[src/rtl/morse_pkg.sv]
package morse_pkg;

    typedef enum logic [2:0] {
        ST_ROOT = 3'd0,
        ST_E    = 3'd1,
        ST_T    = 3'd2,
        ST_A    = 3'd3,
        ST_I    = 3'd4,
        ST_M    = 3'd5,
        ST_N    = 3'd6,
        ST_BAD  = 3'd7
    } tree_st_t;

    typedef struct packed {
        logic [7:0] ascii;
        logic [6:0] seg;
    } glyph_t;

    localparam logic [7:0] ASCII_SPACE = 8'h20;
    localparam logic [7:0] ASCII_UNK   = 8'h3F;
    localparam logic [6:0] SEG_BLANK   = 7'b0000000;

    // Symbol index into the key vector
    localparam int SYM_DOT  = 0;
    localparam int SYM_DASH = 1;
    localparam int NSYM     = 2;

    // One step of the decode tree; dash takes priority over dot
    function automatic tree_st_t tree_step(tree_st_t cur, logic dot, logic dash);
        tree_st_t nx;
        nx = cur;
        if (dot || dash) begin
            case (cur)
                ST_ROOT: nx = dash ? ST_T : ST_E;
                ST_T:    nx = dash ? ST_M : ST_N;
                ST_E:    nx = dash ? ST_A : ST_I;
                default: nx = ST_BAD;
            endcase
        end
        return nx;
    endfunction

    function automatic glyph_t glyph_of(tree_st_t st);
        glyph_t g;
        case (st)
            ST_E:    g = '{ascii: 8'h45, seg: 7'b1111001};
            ST_T:    g = '{ascii: 8'h54, seg: 7'b1111000};
            ST_A:    g = '{ascii: 8'h41, seg: 7'b1110111};
            ST_I:    g = '{ascii: 8'h49, seg: 7'b0000110};
            ST_M:    g = '{ascii: 8'h4D, seg: 7'b0010101};
            ST_N:    g = '{ascii: 8'h4E, seg: 7'b1010100};
            default: g = '{ascii: ASCII_UNK, seg: SEG_BLANK};
        endcase
        return g;
    endfunction

endpackage

[src/rtl/morse_edge_det.sv]
module morse_edge_det #(
    parameter int N = 2
) (
    input  logic         clk,
    input  logic         rst,
    input  logic [N-1:0] lvl,
    output logic [N-1:0] pulse
);

    logic [N-1:0] prev_q;

    for (genvar i = 0; i < N; i++) begin : g_sym
        always_ff @(posedge clk) begin
            if (rst) begin
                prev_q[i] <= 1'b0;
                pulse[i]  <= 1'b0;
            end else begin
                prev_q[i] <= lvl[i];
                pulse[i]  <= lvl[i] & ~prev_q[i];
            end
        end

        // a pulse lasts one clock, and only follows a sampled high level
        p_pulse_single_r1: assert property (@(posedge clk) disable iff (rst)
            pulse[i] |=> !pulse[i]);
        p_pulse_from_level_r1: assert property (@(posedge clk) disable iff (rst)
            pulse[i] |-> $past(lvl[i]));
    end

endmodule

[src/rtl/morse_gap_timer.sv]
module morse_gap_timer #(
    parameter int THREE_LO = 15,
    parameter int THREE_HI = 30,
    parameter int SEVEN_HI = 50
) (
    input  logic clk,
    input  logic rst,
    input  logic sym_pulse,
    input  logic keys_idle,
    output logic three_evt,
    output logic seven_evt
);

    localparam int CW = $clog2(SEVEN_HI + 1);
    localparam logic [CW-1:0] C_THREE_LO = CW'(THREE_LO);
    localparam logic [CW-1:0] C_THREE_HI = CW'(THREE_HI);
    localparam logic [CW-1:0] C_SEVEN_HI = CW'(SEVEN_HI);

    logic [CW-1:0] cnt_q;
    logic          armed_q;
    logic          three_win, seven_win;
    logic          three_win_q, seven_win_q;

    assign three_win = (cnt_q > C_THREE_LO) && (cnt_q <= C_THREE_HI);
    assign seven_win = (cnt_q > C_THREE_HI) && (cnt_q <  C_SEVEN_HI);

    always_ff @(posedge clk) begin
        if (rst) begin
            cnt_q   <= '0;
            armed_q <= 1'b0;
        end else if (sym_pulse) begin
            cnt_q   <= '0;
            armed_q <= 1'b1;
        end else if (armed_q && keys_idle) begin
            if (cnt_q == C_SEVEN_HI) begin
                cnt_q   <= '0;
                armed_q <= 1'b0;
            end else begin
                cnt_q <= cnt_q + 1'b1;
            end
        end
    end

    always_ff @(posedge clk) begin
        if (rst) begin
            three_win_q <= 1'b0;
            seven_win_q <= 1'b0;
        end else begin
            three_win_q <= three_win;
            seven_win_q <= seven_win;
        end
    end

    assign three_evt = three_win & ~three_win_q;
    assign seven_evt = seven_win & ~seven_win_q;

    // the count stays within its limit, holds when idle, and events are single
    p_cnt_bound_r7: assert property (@(posedge clk) disable iff (rst)
        cnt_q <= C_SEVEN_HI);
    p_idle_hold_r7: assert property (@(posedge clk) disable iff (rst)
        (!armed_q && !sym_pulse) |=> (cnt_q == '0));
    p_three_once_r7: assert property (@(posedge clk) disable iff (rst)
        three_evt |=> !three_evt);
    p_events_apart_r7: assert property (@(posedge clk) disable iff (rst)
        !(three_evt && seven_evt));

endmodule

[src/rtl/morse_tree.sv]
module morse_tree
    import morse_pkg::*;
(
    input  logic       clk,
    input  logic       rst,
    input  logic       dot_p,
    input  logic       dash_p,
    input  logic       three_evt,
    input  logic       seven_evt,
    output logic [7:0] char_ascii,
    output logic [6:0] char_seg,
    output logic       char_valid,
    output logic       err_flag
);

    tree_st_t state_q, base_st, next_st;
    glyph_t   cur_glyph;
    logic     sym;

    assign sym       = dot_p | dash_p;
    assign cur_glyph = glyph_of(state_q);

    // A letter gap closes the current letter, so a symbol in that same cycle starts from the root
    always_comb begin
        base_st = three_evt ? ST_ROOT : state_q;
        next_st = tree_step(base_st, dot_p, dash_p);
    end

    always_ff @(posedge clk) begin
        if (rst) begin
            state_q    <= ST_ROOT;
            char_ascii <= '0;
            char_seg   <= '0;
            char_valid <= 1'b0;
            err_flag   <= 1'b0;
        end else begin
            state_q    <= next_st;
            char_valid <= 1'b0;
            if (three_evt && state_q != ST_ROOT) begin
                char_valid <= 1'b1;
                char_ascii <= cur_glyph.ascii;
                char_seg   <= cur_glyph.seg;
            end else if (seven_evt) begin
                char_valid <= 1'b1;
                char_ascii <= ASCII_SPACE;
                char_seg   <= SEG_BLANK;
            end
            if (next_st == ST_BAD)
                err_flag <= 1'b1;
            else if (sym && base_st == ST_ROOT)
                err_flag <= 1'b0;
        end
    end

    // single-cycle strobe; the tree is back at its root after a letter gap without a symbol
    p_strobe_width_r4: assert property (@(posedge clk) disable iff (rst)
        char_valid |=> !char_valid);
    p_root_after_gap_r4: assert property (@(posedge clk) disable iff (rst)
        (three_evt && !sym) |=> (state_q == ST_ROOT));
    // a word gap produces the space code
    p_space_out_r5: assert property (@(posedge clk) disable iff (rst)
        seven_evt |=> (char_valid && char_ascii == ASCII_SPACE && char_seg == SEG_BLANK));
    // an out-of-tree letter is always shown blank
    p_blank_on_err_r6: assert property (@(posedge clk) disable iff (rst)
        (char_valid && err_flag) |-> (char_seg == SEG_BLANK));
    p_err_on_bad_r6: assert property (@(posedge clk) disable iff (rst)
        (state_q == ST_BAD) |-> err_flag);

endmodule

[src/rtl/morse_decoder.sv]
module morse_decoder #(
    parameter int THREE_LO = 15,
    parameter int THREE_HI = 30,
    parameter int SEVEN_HI = 50
) (
    input  logic       clk,
    input  logic       rst,
    input  logic       dot_key,
    input  logic       dash_key,
    output logic [7:0] char_ascii,
    output logic [6:0] char_seg,
    output logic       char_valid,
    output logic       err_flag
);

    import morse_pkg::*;

    logic [NSYM-1:0] keys;
    logic [NSYM-1:0] pulses;
    logic            three_evt, seven_evt;

    assign keys[SYM_DOT]  = dot_key;
    assign keys[SYM_DASH] = dash_key;

    morse_edge_det #(.N(NSYM)) u_edge (
        .clk   (clk),
        .rst   (rst),
        .lvl   (keys),
        .pulse (pulses)
    );

    morse_gap_timer #(
        .THREE_LO (THREE_LO),
        .THREE_HI (THREE_HI),
        .SEVEN_HI (SEVEN_HI)
    ) u_gap (
        .clk       (clk),
        .rst       (rst),
        .sym_pulse (|pulses),
        .keys_idle (~|keys),
        .three_evt (three_evt),
        .seven_evt (seven_evt)
    );

    morse_tree u_tree (
        .clk        (clk),
        .rst        (rst),
        .dot_p      (pulses[SYM_DOT]),
        .dash_p     (pulses[SYM_DASH]),
        .three_evt  (three_evt),
        .seven_evt  (seven_evt),
        .char_ascii (char_ascii),
        .char_seg   (char_seg),
        .char_valid (char_valid),
        .err_flag   (err_flag)
    );

    // nothing is emitted in the cycle after reset
    p_quiet_after_reset_r8: assert property (@(posedge clk)
        $past(rst) |-> (!char_valid && !err_flag));

endmodule

[config.mk]
export PLATFORM = sky130hd
export DESIGN_NAME = morse_decoder
export DESIGN_NICKNAME = d
export VERILOG_FILES = /design/src/rtl/morse_pkg.sv /design/src/rtl/morse_edge_det.sv /design/src/rtl/morse_gap_timer.sv /design/src/rtl/morse_tree.sv /design/src/rtl/morse_decoder.sv
export SDC_FILE = /design/constraint.sdc
export NUM_CORES = 1
export LEC_CHECK = 0
export BUFFER_PORTS_ARGS = -buffer_cell sky130_fd_sc_hd__buf_2
export CAP_MARGIN = 20
export CORE_UTILIZATION = 40
export DETAILED_ROUTE_END_ITERATION = 6
export SKIP_CTS_REPAIR_TIMING = 1
export SYNTH_ARGS = -nofsm -noshare
export SYNTH_HDL_FRONTEND = slang
export SYNTH_HIERARCHICAL = 1
export SYNTH_SLANG_ARGS = --single-unit
[constraint.sdc]
create_clock -name clk -period 1.75 [get_ports clk]
set_input_delay 0.0875 -clock clk [delete_from_list [all_inputs] [get_ports clk]]
set_output_delay 0.0875 -clock clk [all_outputs]
set_load 0.005 [all_outputs]
==> impl_metrics.json, run 1 <==
{
  "crit_cells": 8,
  "hold_depth": 2,
  "grt_usage_pct": 18.3,
  "synthTopCellsByArea": "dfxtp_1, nor2_1, a21oi_1, nor2b_1, nand2_1",
  "route.met2.wl_um": 1660,
  "synth_top_family_by_area": "simple AND/OR/NAND/NOR gates",
  "dpl.hpwl_um": 2360,
  "worst-path-max-fanout": 6,
  "fin_hold_ws_ns": 0.0569,
  "synth_nets": 180,
  "crit_type": "flop to flop",
  "initial_core_util_pct": 41.8,
  "ios": 21,
  "drv_slew": 0,
  "synth_compound_area_share_pct": 21.1,
  "hold_violations": 0,
  "portBuffers": 19,
  "grt_antenna_before_repair": 0,
  "muxShareOfSynthArea_pct": 0.654,
  "dr.first_iter.drc_count": 55,
  "nets": 215,
  "fin_skew_ns": 0.00374,
  "worst-path-buf-inv": 2,
  "die_height_um": 63.9,
  "highest_layer": "met4",
  "syn_avg_cell_area_um2": 8.80,
  "setup_viol": 5,
  "synth_top_area_share_pct": 41.8,
  "utilization_pct": 52.9,
  "grt_first_pass_wirelength_um": 5840,
  "clock_sinks": 32,
  "max_freq_mhz": 535,
  "vias_per_cell": 5.44,
  "htreeDepth": 2,
  "power_density_nw_per_um2": 739,
  "ys_seq_area_share_pct": 41.8,
  "route.detailed.drc": 0,
  "synth_fa_ha_area_share_pct": 1.63,
  "timing.final.ws_setup_ns": -0.118,
  "synthSimpleGateAreaFrac_pct": 28.1,
  "drv_cap": 0,
  "synth_xor_area_share_pct": 1.14,
  "worstRegToRegCells": 8,
  "finalCritPeriodShare_pct": 107,
  "gp_congestion": 0.822,
  "cts_tree": "done",
  "crit_chain": "inv_2 -> ha_2 -> nand4b_1 -> nand2b_1 -> nor2_4 -> buf_6 -> or4_4 -> o31ai_2",
  "routed-via-count": 1399,
  "wl_met1_um": 1450,
  "yosysTopAreaCell": "dfxtp_1",
  "fin_setup_tns_ns": -0.234,
  "final_cell_mix": "dfxtp_1, buf_2, buf_4, nor2_1, a21oi_1",
  "overflow": 0,
  "die_width_um": 63.9,
  "cpMaxStageDelayCell": "or4_4",
  "numCtsBuffers": 5,
  "layout_commonest_cell": "dfxtp_1",
  "nFillCells": 355,
  "violations": "setup timing",
  "rows": 22,
  "synthCells": 174,
  "rsz0062_at_grt": "yes",
  "wl_met3_um": 173,
  "clock_path_buffers": 2,
  "crit_arrival_ns": 2.06,
  "drive_gt1_share_pct": 33.5,
  "synth_warnings": 6,
  "cp.required_ns": 1.94,
  "crit_family": "simple AND/OR/NAND/NOR gates",
  "drtPass1Iterations": 4,
  "startpoint_type": "flop",
  "cts-root-buf": "clkbuf_8",
  "clk_latency_ns": 0.28,
  "areaGrowthSynthToFinish_pct": 26.5,
  "n_antenna_cell": 0,
  "die-area_um2": 4080,
  "wl_per_cell_um": 13.0,
  "hold_class": "input port to flop",
  "leakagePower_nw": 0.762,
  "syn_area_um2": 1530,
  "core_um2": 3660,
  "grt_pass1_vias": 1348,
  "drt_wl_total_um": 3350,
  "post-route-min-period_ns": 1.87,
  "grt_max_degree": 16,
  "max_stage_delay_ns": 0.48,
  "place_ws_ns": -0.102,
  "crit_path_end_kind": "flop",
  "irDropWorstVdd_mv": 0.398,
  "ant_nets": 0,
  "clkTransAtPathRegs_ns": 0.06,
  "status": "finished with violations",
  "synth.distinct_cells": 50,
  "synth_seq_cells": 32
}
[cell usage after synthesis (all sizes together)]
cell type and count:
a211oi 2, a21boi 1, a21oi 15, a221oi 2
a22oi 2, a2bb2oi 1, a311oi 2, a32oi 2
and4b 1, buf 9, clkbuf 4, conb 1
dfxtp 32, ha 2, inv 5, mux2i 1
nand2 11, nand2b 6, nand3 4, nand3b 4
nand4b 2, nor2 19, nor2b 7, nor3 5
nor3b 4, nor4b 1, nor4bb 1, o21a 1
o21ai 8, o22ai 2, o2bb2ai 1, o31ai 3
o32ai 1, o41ai 2, or2 2, or3 4
or4 2, xnor2 2
[kinds of logic (layout without fill, tap and decap cells)]
family,after synthesis,count (layout)
compound gates,45,45
xor+xnor,2,2
other cells,1,1
mux,1,1
flops,32,32
fa+ha+maj,2,2
buf+inv,18,53
simple gates,73,73
[metal layers]
metal | vias to the layer above | GRT usage [%]
met5 | - | 0
met4 | 0 | 7.39
met3 | 8 | 5.54
met2 | 43 | 31.4
li1 | 689 | -
met1 | 659 | 21.0
[area by class of cell]
cell class	count	area (µm²)	area share, %
inverter	5	18.8	0.969
timing repair buffer	41	280	14.5
sequential	32	642	33.1
clock buffer	6	72.6	3.75
tap	48	60.1	3.10
multi-input combinational	124	858	44.3
clock inverter	1	5.00	0.258
[per-stage QoR]
stage                     std cells  power [W]  cell area [µm²]
after floorplan                 174   0.000882             1540
after global placement          247   0.000916             1770
after detailed placement        247   0.000921             1770
after CTS                       254    0.00144             1850
after global routing            257    0.00150             1940
final                           257    0.00143             1940
[flip-flops by register name, summed over array words and instances (netlist names)]
name	cells
u_tree/char_ascii	7
u_gap/armed_q	1
u_edge/pulse	2
u_tree/char_seg	7
u_tree/err_flag	1
u_edge/prev_q	2
u_tree/state_q	3
u_gap/cnt_q	6
u_gap/seven_win_q	1
u_tree/char_valid	1
u_gap/three_win_q	1
[report_power, final]
part           total [W]  internal [W]  switching, W  leakage, nW
combinational   0.000154     0.0000664     0.0000875        0.461
sequential      0.000764      0.000743     0.0000204        0.260
clock           0.000514      0.000270      0.000244       0.0410
total            0.00143       0.00108      0.000352        0.762
[worst paths after layout]
| check | slack, ns | to | startpoint |
|---|---|---|---|
| worst min register to register | 0.41 | u_edge/pulse[0]$_SDFF_PP0_ | u_edge/prev_q[0]$_SDFF_PP0_ |
| worst min-delay path | 0.06 | u_edge/prev_q[0]$_SDFF_PP0_ | dot_key |
| worst max-delay path | -0.12 | u_tree/err_flag$_SDFFE_PP0P_ | u_gap/cnt_q[0]$_SDFFE_PP0P_ |
| worst max register to register | -0.12 | u_tree/err_flag$_SDFFE_PP0P_ | u_gap/cnt_q[0]$_SDFFE_PP0P_ |
[worst register-to-register path: stages, from the launching register on]
cell	delay, ns
dfxtp_2	0.33
inv_2	0.04
ha_2	0.17
nand4b_1	0.20
nand2b_1	0.17
nor2_4	0.08
buf_6	0.12
or4_4	0.48
o31ai_2	0.19
Power figures use the tool's default switching activity.
==> run 2: changes to the inputs <==
- PLACE_DENSITY: default -> 0.62
==> run 2 against run 1 <==
  * The flow still finishes with violations (setup timing)
  * Sequential cell count stayed put
  * Maximum frequency is 2.6% higher
  * Via count is 5.8% lower
  * Worst setup slack better by 0.048 ns
  * Clock skew is 0.00065 ns lower
  * First-iteration DRC count is 100% higher
  * Largest power group unchanged
  * Die area stayed put
  * Hold slack worse by 0.016 ns
  * Power is 6.4% higher
  * Sequential share of layout area is 0.54 points higher
==> impl_metrics.json, run 2 (synthesis results as in run 1) <==
{
  "clkTransAtPathRegs_ns": 0.07,
  "core_um2": 3660,
  "ant_nets": 0,
  "die-area_um2": 4080,
  "finalCritPeriodShare_pct": 104,
  "die_height_um": 63.9,
  "drtPass1Iterations": 4,
  "htreeDepth": 2,
  "met2_usage_pct": 26.9,
  "fin_hold_ws_ns": 0.0407,
  "max_freq_mhz": 549,
  "violations": "setup timing",
  "route.detailed.drc": 0,
  "nets": 210,
  "setup_viol": 2,
  "grt-busiest-layer": "met2",
  "max_stage_delay_ns": 0.51,
  "grt_max_degree": 28,
  "crit_path_end_kind": "flop",
  "timing.final.ws_setup_ns": -0.0704,
  "total_power_w": 0.00152,
  "areaGrowthSynthToFinish_pct": 24.4,
  "cpMaxStageDelayCell": "or4_4",
  "n_antenna_cell": 0,
  "routed-via-count": 1318,
  "cts-root-buf": "clkbuf_8",
  "drv_slew": 0,
  "startpoint_type": "flop",
  "p_sw_share_pct": 25.7,
  "crit_type": "flop to flop",
  "ios": 21,
  "status": "finished with violations",
  "grt_use_met1_pct": 21.8,
  "hold_class": "input port to flop",
  "layout_commonest_cell": "dfxtp_1",
  "worst-path-buf-inv": 1,
  "post-route-min-period_ns": 1.82,
  "gp_congestion": 0.770,
  "drv_cap": 0,
  "hold_violations": 0,
  "overflow": 0,
  "p_int_w": 0.00113,
  "worstMarginPinSlew_ns": 0.508,
  "clk_latency_ns": 0.29,
  "rsz0062_at_grt": "yes",
  "numCtsBuffers": 5,
  "initial_core_util_pct": 41.8,
  "grt_first_pass_wirelength_um": 5430,
  "worst-path-max-fanout": 6,
  "drive_gt1_share_pct": 30.7,
  "vias_per_cell": 5.21,
  "combPwrFrac_pct": 10.4,
  "power_frac_clock_pct": 39.5,
  "crit_family": "simple AND/OR/NAND/NOR gates",
  "power_density_nw_per_um2": 799,
  "place_ws_ns": -0.124,
  "grt_pass1_vias": 1221,
  "cts_tree": "done",
  "slew-limit-headroom_pct": 66.2,
  "portBuffers": 19,
  "crit_arrival_ns": 2.03,
  "grt_antenna_before_repair": 0,
  "use_met3_pct": 6.07,
  "drt_wl_total_um": 3100,
  "top_regs": "u_tree/char_ascii x7, u_tree/char_seg x7, u_gap/cnt_q x6",
  "fin_skew_ns": 0.00309,
  "crit_chain": "inv_2 -> ha_1 -> nand4b_1 -> nand2b_1 -> nor2_4 -> or4_4 -> o31ai_4",
  "irDropWorstVdd_mv": 0.437,
  "wl_per_cell_um": 12.2,
  "rows": 22,
  "die_width_um": 63.9,
  "final_cell_mix": "dfxtp_1, buf_2, nor2_1, buf_4, a21oi_1",
  "clock_path_buffers": 2,
  "p_switching_w": 0.000392,
  "cp.required_ns": 1.96,
  "grt_usage_pct": 17.7,
  "dr.first_iter.drc_count": 110,
  "nFillCells": 351,
  "sequentialPowerShare_pct": 50.2,
  "leakagePower_nw": 0.738,
  "dpl.hpwl_um": 2160,
  "clock_sinks": 32
}
==> run 2: worst reg2reg max path, stage by stage, from the launching register on <==
cell and delay [ns]:
dfxtp_2 0.34, inv_2 0.04, ha_1 0.17, nand4b_1 0.18, nand2b_1 0.16, nor2_4 0.09, or4_4 0.51, o31ai_4 0.25
==> run 2: layer usage <==
metal	up-vias	share of wire, %
li1	678	-
met1	605	48
met2	30	45
met3	5	4.4
met4	0	2.0
met5	-	0
==> run 2: power groups by stage <==
stage               clock network [W]  registers [W]  logic (W)
floorplan                           0       0.000772   0.000110
global route                 0.000654       0.000767   0.000177
global placement                    0       0.000778   0.000138
finish                       0.000601       0.000764   0.000158
detailed placement                  0       0.000779   0.000142
CTS                          0.000619       0.000762   0.000142
==> run 2: metrics by stage <==
step                      util (%)  std cells  cell area, µm²  setup TNS, ns
after global routing          52.1        253            1910          -1.47
after global placement        47.7        244            1750        -0.0410
after detailed placement      47.7        244            1750         -0.213
after CTS                     50.2        252            1840         -0.318
after floorplan                  -        174            1540        -0.0157
final                         52.1        253            1910        -0.0825
==> run 2: final timing paths <==
kind	from	to	slack, ns	cells after the start
worst min register to register	u_edge/prev_q[1]$_SDFF_PP0_	u_edge/pulse[1]$_SDFF_PP0_	0.42	1
worst min-delay path	dash_key	u_edge/prev_q[1]$_SDFF_PP0_	0.04	2
worst max register to register	u_gap/cnt_q[0]$_SDFFE_PP0P_	u_tree/err_flag$_SDFFE_PP0P_	-0.07	7
worst max-delay path	u_gap/cnt_q[0]$_SDFFE_PP0P_	u_tree/err_flag$_SDFFE_PP0P_	-0.07	7
==> run 2: cell type report <==
type | instances | area, µm² | share of cell area (%)
flip-flops and latches | 32 | 642 | 33.7
multi-input cells | 124 | 865 | 45.4
clock buffers | 7 | 86.3 | 4.53
clock inverters | 1 | 7.51 | 0.394
repair buffers | 36 | 226 | 11.9
inverters | 5 | 18.8 | 0.985
well taps | 48 | 60.1 | 3.15
==> run 3: changes to the inputs <==
- CORE_UTILIZATION: 40 -> 50
- PLACE_DENSITY: 0.62 -> 0.75
==> run 3 against run 2 <==
  * The flow finishes with violations (DRC, setup timing)
  * Final area shrank 0.46%
  * Worst setup slack lost 0.043 ns
  * Highest routed layer unchanged
  * First-iteration DRC count shrank 33%
  * Wire length grew 4.2%
  * Largest cell class unchanged
==> impl_metrics.json, run 3 (synthesis results as in run 1) <==
{
  "status": "finished with violations",
  "violations": "DRC, setup timing",
  "die_width_um": 57.3,
  "max_freq_mhz": 537,
  "grt_first_pass_wirelength_um": 5330,
  "fin_setup_tns_ns": -0.436,
  "power_density_nw_per_um2": 818,
  "grt_pass1_vias": 1295,
  "drt_wl_total_um": 3230,
  "cts-root-buf": "clkbuf_4",
  "final_cell_mix": "dfxtp_1, buf_2, nor2_1, buf_4, a21oi_1",
  "layout_commonest_cell": "dfxtp_1",
  "top_regs": "u_tree/char_ascii x7, u_tree/char_seg x7, u_gap/cnt_q x6",
  "die-area_um2": 3290,
  "clkTransAtPathRegs_ns": 0.10,
  "worst-path-max-fanout": 6,
  "ios": 21,
  "setup_viol": 7,
  "dpl.hpwl_um": 2290,
  "rsz0062_at_grt": "yes",
  "crit_path_end_kind": "flop",
  "clock_path_buffers": 2,
  "ant_nets": 0,
  "gp_congestion": 0.859,
  "wl_per_cell_um": 13.6,
  "crit_type": "flop to flop",
  "rows": 19,
  "cts_tree": "done",
  "drv_slew": 0,
  "overflow": 0,
  "startpoint_type": "flop",
  "routed-via-count": 1387,
  "nFillCells": 241,
  "hold_class": "input port to flop",
  "irDropWorstVdd_mv": 0.605,
  "core_um2": 2830,
  "die_height_um": 57.3,
  "drv_cap": 0,
  "post-route-min-period_ns": 1.86,
  "grt_max_degree": 28,
  "numCtsBuffers": 5,
  "areaGrowthSynthToFinish_pct": 23.9,
  "n_antenna_cell": 0,
  "nets": 212,
  "drtPass1Iterations": 7,
  "leakagePower_nw": 0.750,
  "cp.required_ns": 1.96,
  "grt_usage_pct": 21.2,
  "clk_latency_ns": 0.34,
  "portBuffers": 19,
  "finalCritPeriodShare_pct": 107,
  "initial_core_util_pct": 54.1,
  "drive_gt1_share_pct": 31.9,
  "grt_antenna_before_repair": 0,
  "dr.first_iter.drc_count": 74,
  "route.detailed.drc": 3,
  "vias_per_cell": 5.83,
  "timing.final.ws_setup_ns": -0.114,
  "crit_arrival_ns": 2.08,
  "clock_sinks": 32,
  "place_ws_ns": -0.138,
  "htreeDepth": 2,
  "hold_violations": 0,
  "fin_skew_ns": 0.0125
}
## run 3: per-stage QoR
step	hold WS (ns)	instances	cell area (µm²)	total power [W]	utilization (%)
after floorplan	0.157	174	1540	0.000882	-
after global placement	0.331	229	1740	0.000912	61.5
after detailed placement	0.338	229	1740	0.000919	61.5
after CTS	-0.00945	237	1830	0.00155	64.8
after global routing	0.0224	238	1900	0.00161	67.1
final	0.00103	238	1900	0.00155	67.1
## run 3: path summary, 6_finish.rpt
kind	start	endpoint	slack [ns]	cells past startpoint
max	u_gap/cnt_q[0]$_SDFFE_PP0P_	u_tree/state_q[0]$_SDFF_PP0_	-0.11	9
min	dot_key	u_edge/prev_q[0]$_SDFF_PP0_	0.001	2
max reg2reg	u_gap/cnt_q[0]$_SDFFE_PP0P_	u_tree/state_q[0]$_SDFF_PP0_	-0.11	9
min reg2reg	u_edge/prev_q[1]$_SDFF_PP0_	u_edge/pulse[1]$_SDFF_PP0_	0.41	1
## run 3: critical path, stage by stage (launching register included)
cell	delay, ns
dfxtp_2	0.35
inv_2	0.04
ha_2	0.16
nand4b_1	0.20
nand2b_1	0.17
nor2_4	0.08
nor4bb_1	0.25
a211oi_1	0.12
o21ai_1	0.29
nor2_1	0.08
## run 3: cell type report
class	count	area, µm²	area share [%]
timing repair buffer	38	244	12.9
sequential	32	642	33.8
clock inverter	1	30.0	1.58
inverter	5	18.8	0.989
tap	31	38.8	2.04
clock buffer	7	65.1	3.43
multi-input combinational	124	858	45.3
## run 3: report_power, final
part           internal, W  switching, W
Combinational    0.0000616     0.0000910
Sequential        0.000743     0.0000177
Clock             0.000379      0.000259
Total              0.00118      0.000367
## run 3: metal layers
metal  part of all wire (%)  GRT usage, %  vias up
met5                      0             0        -
met3                    4.3          4.99        8
met1                     43          23.0      654
met2                     51          37.2       36
met4                    1.8          12.9        0
li1                       -             -      689
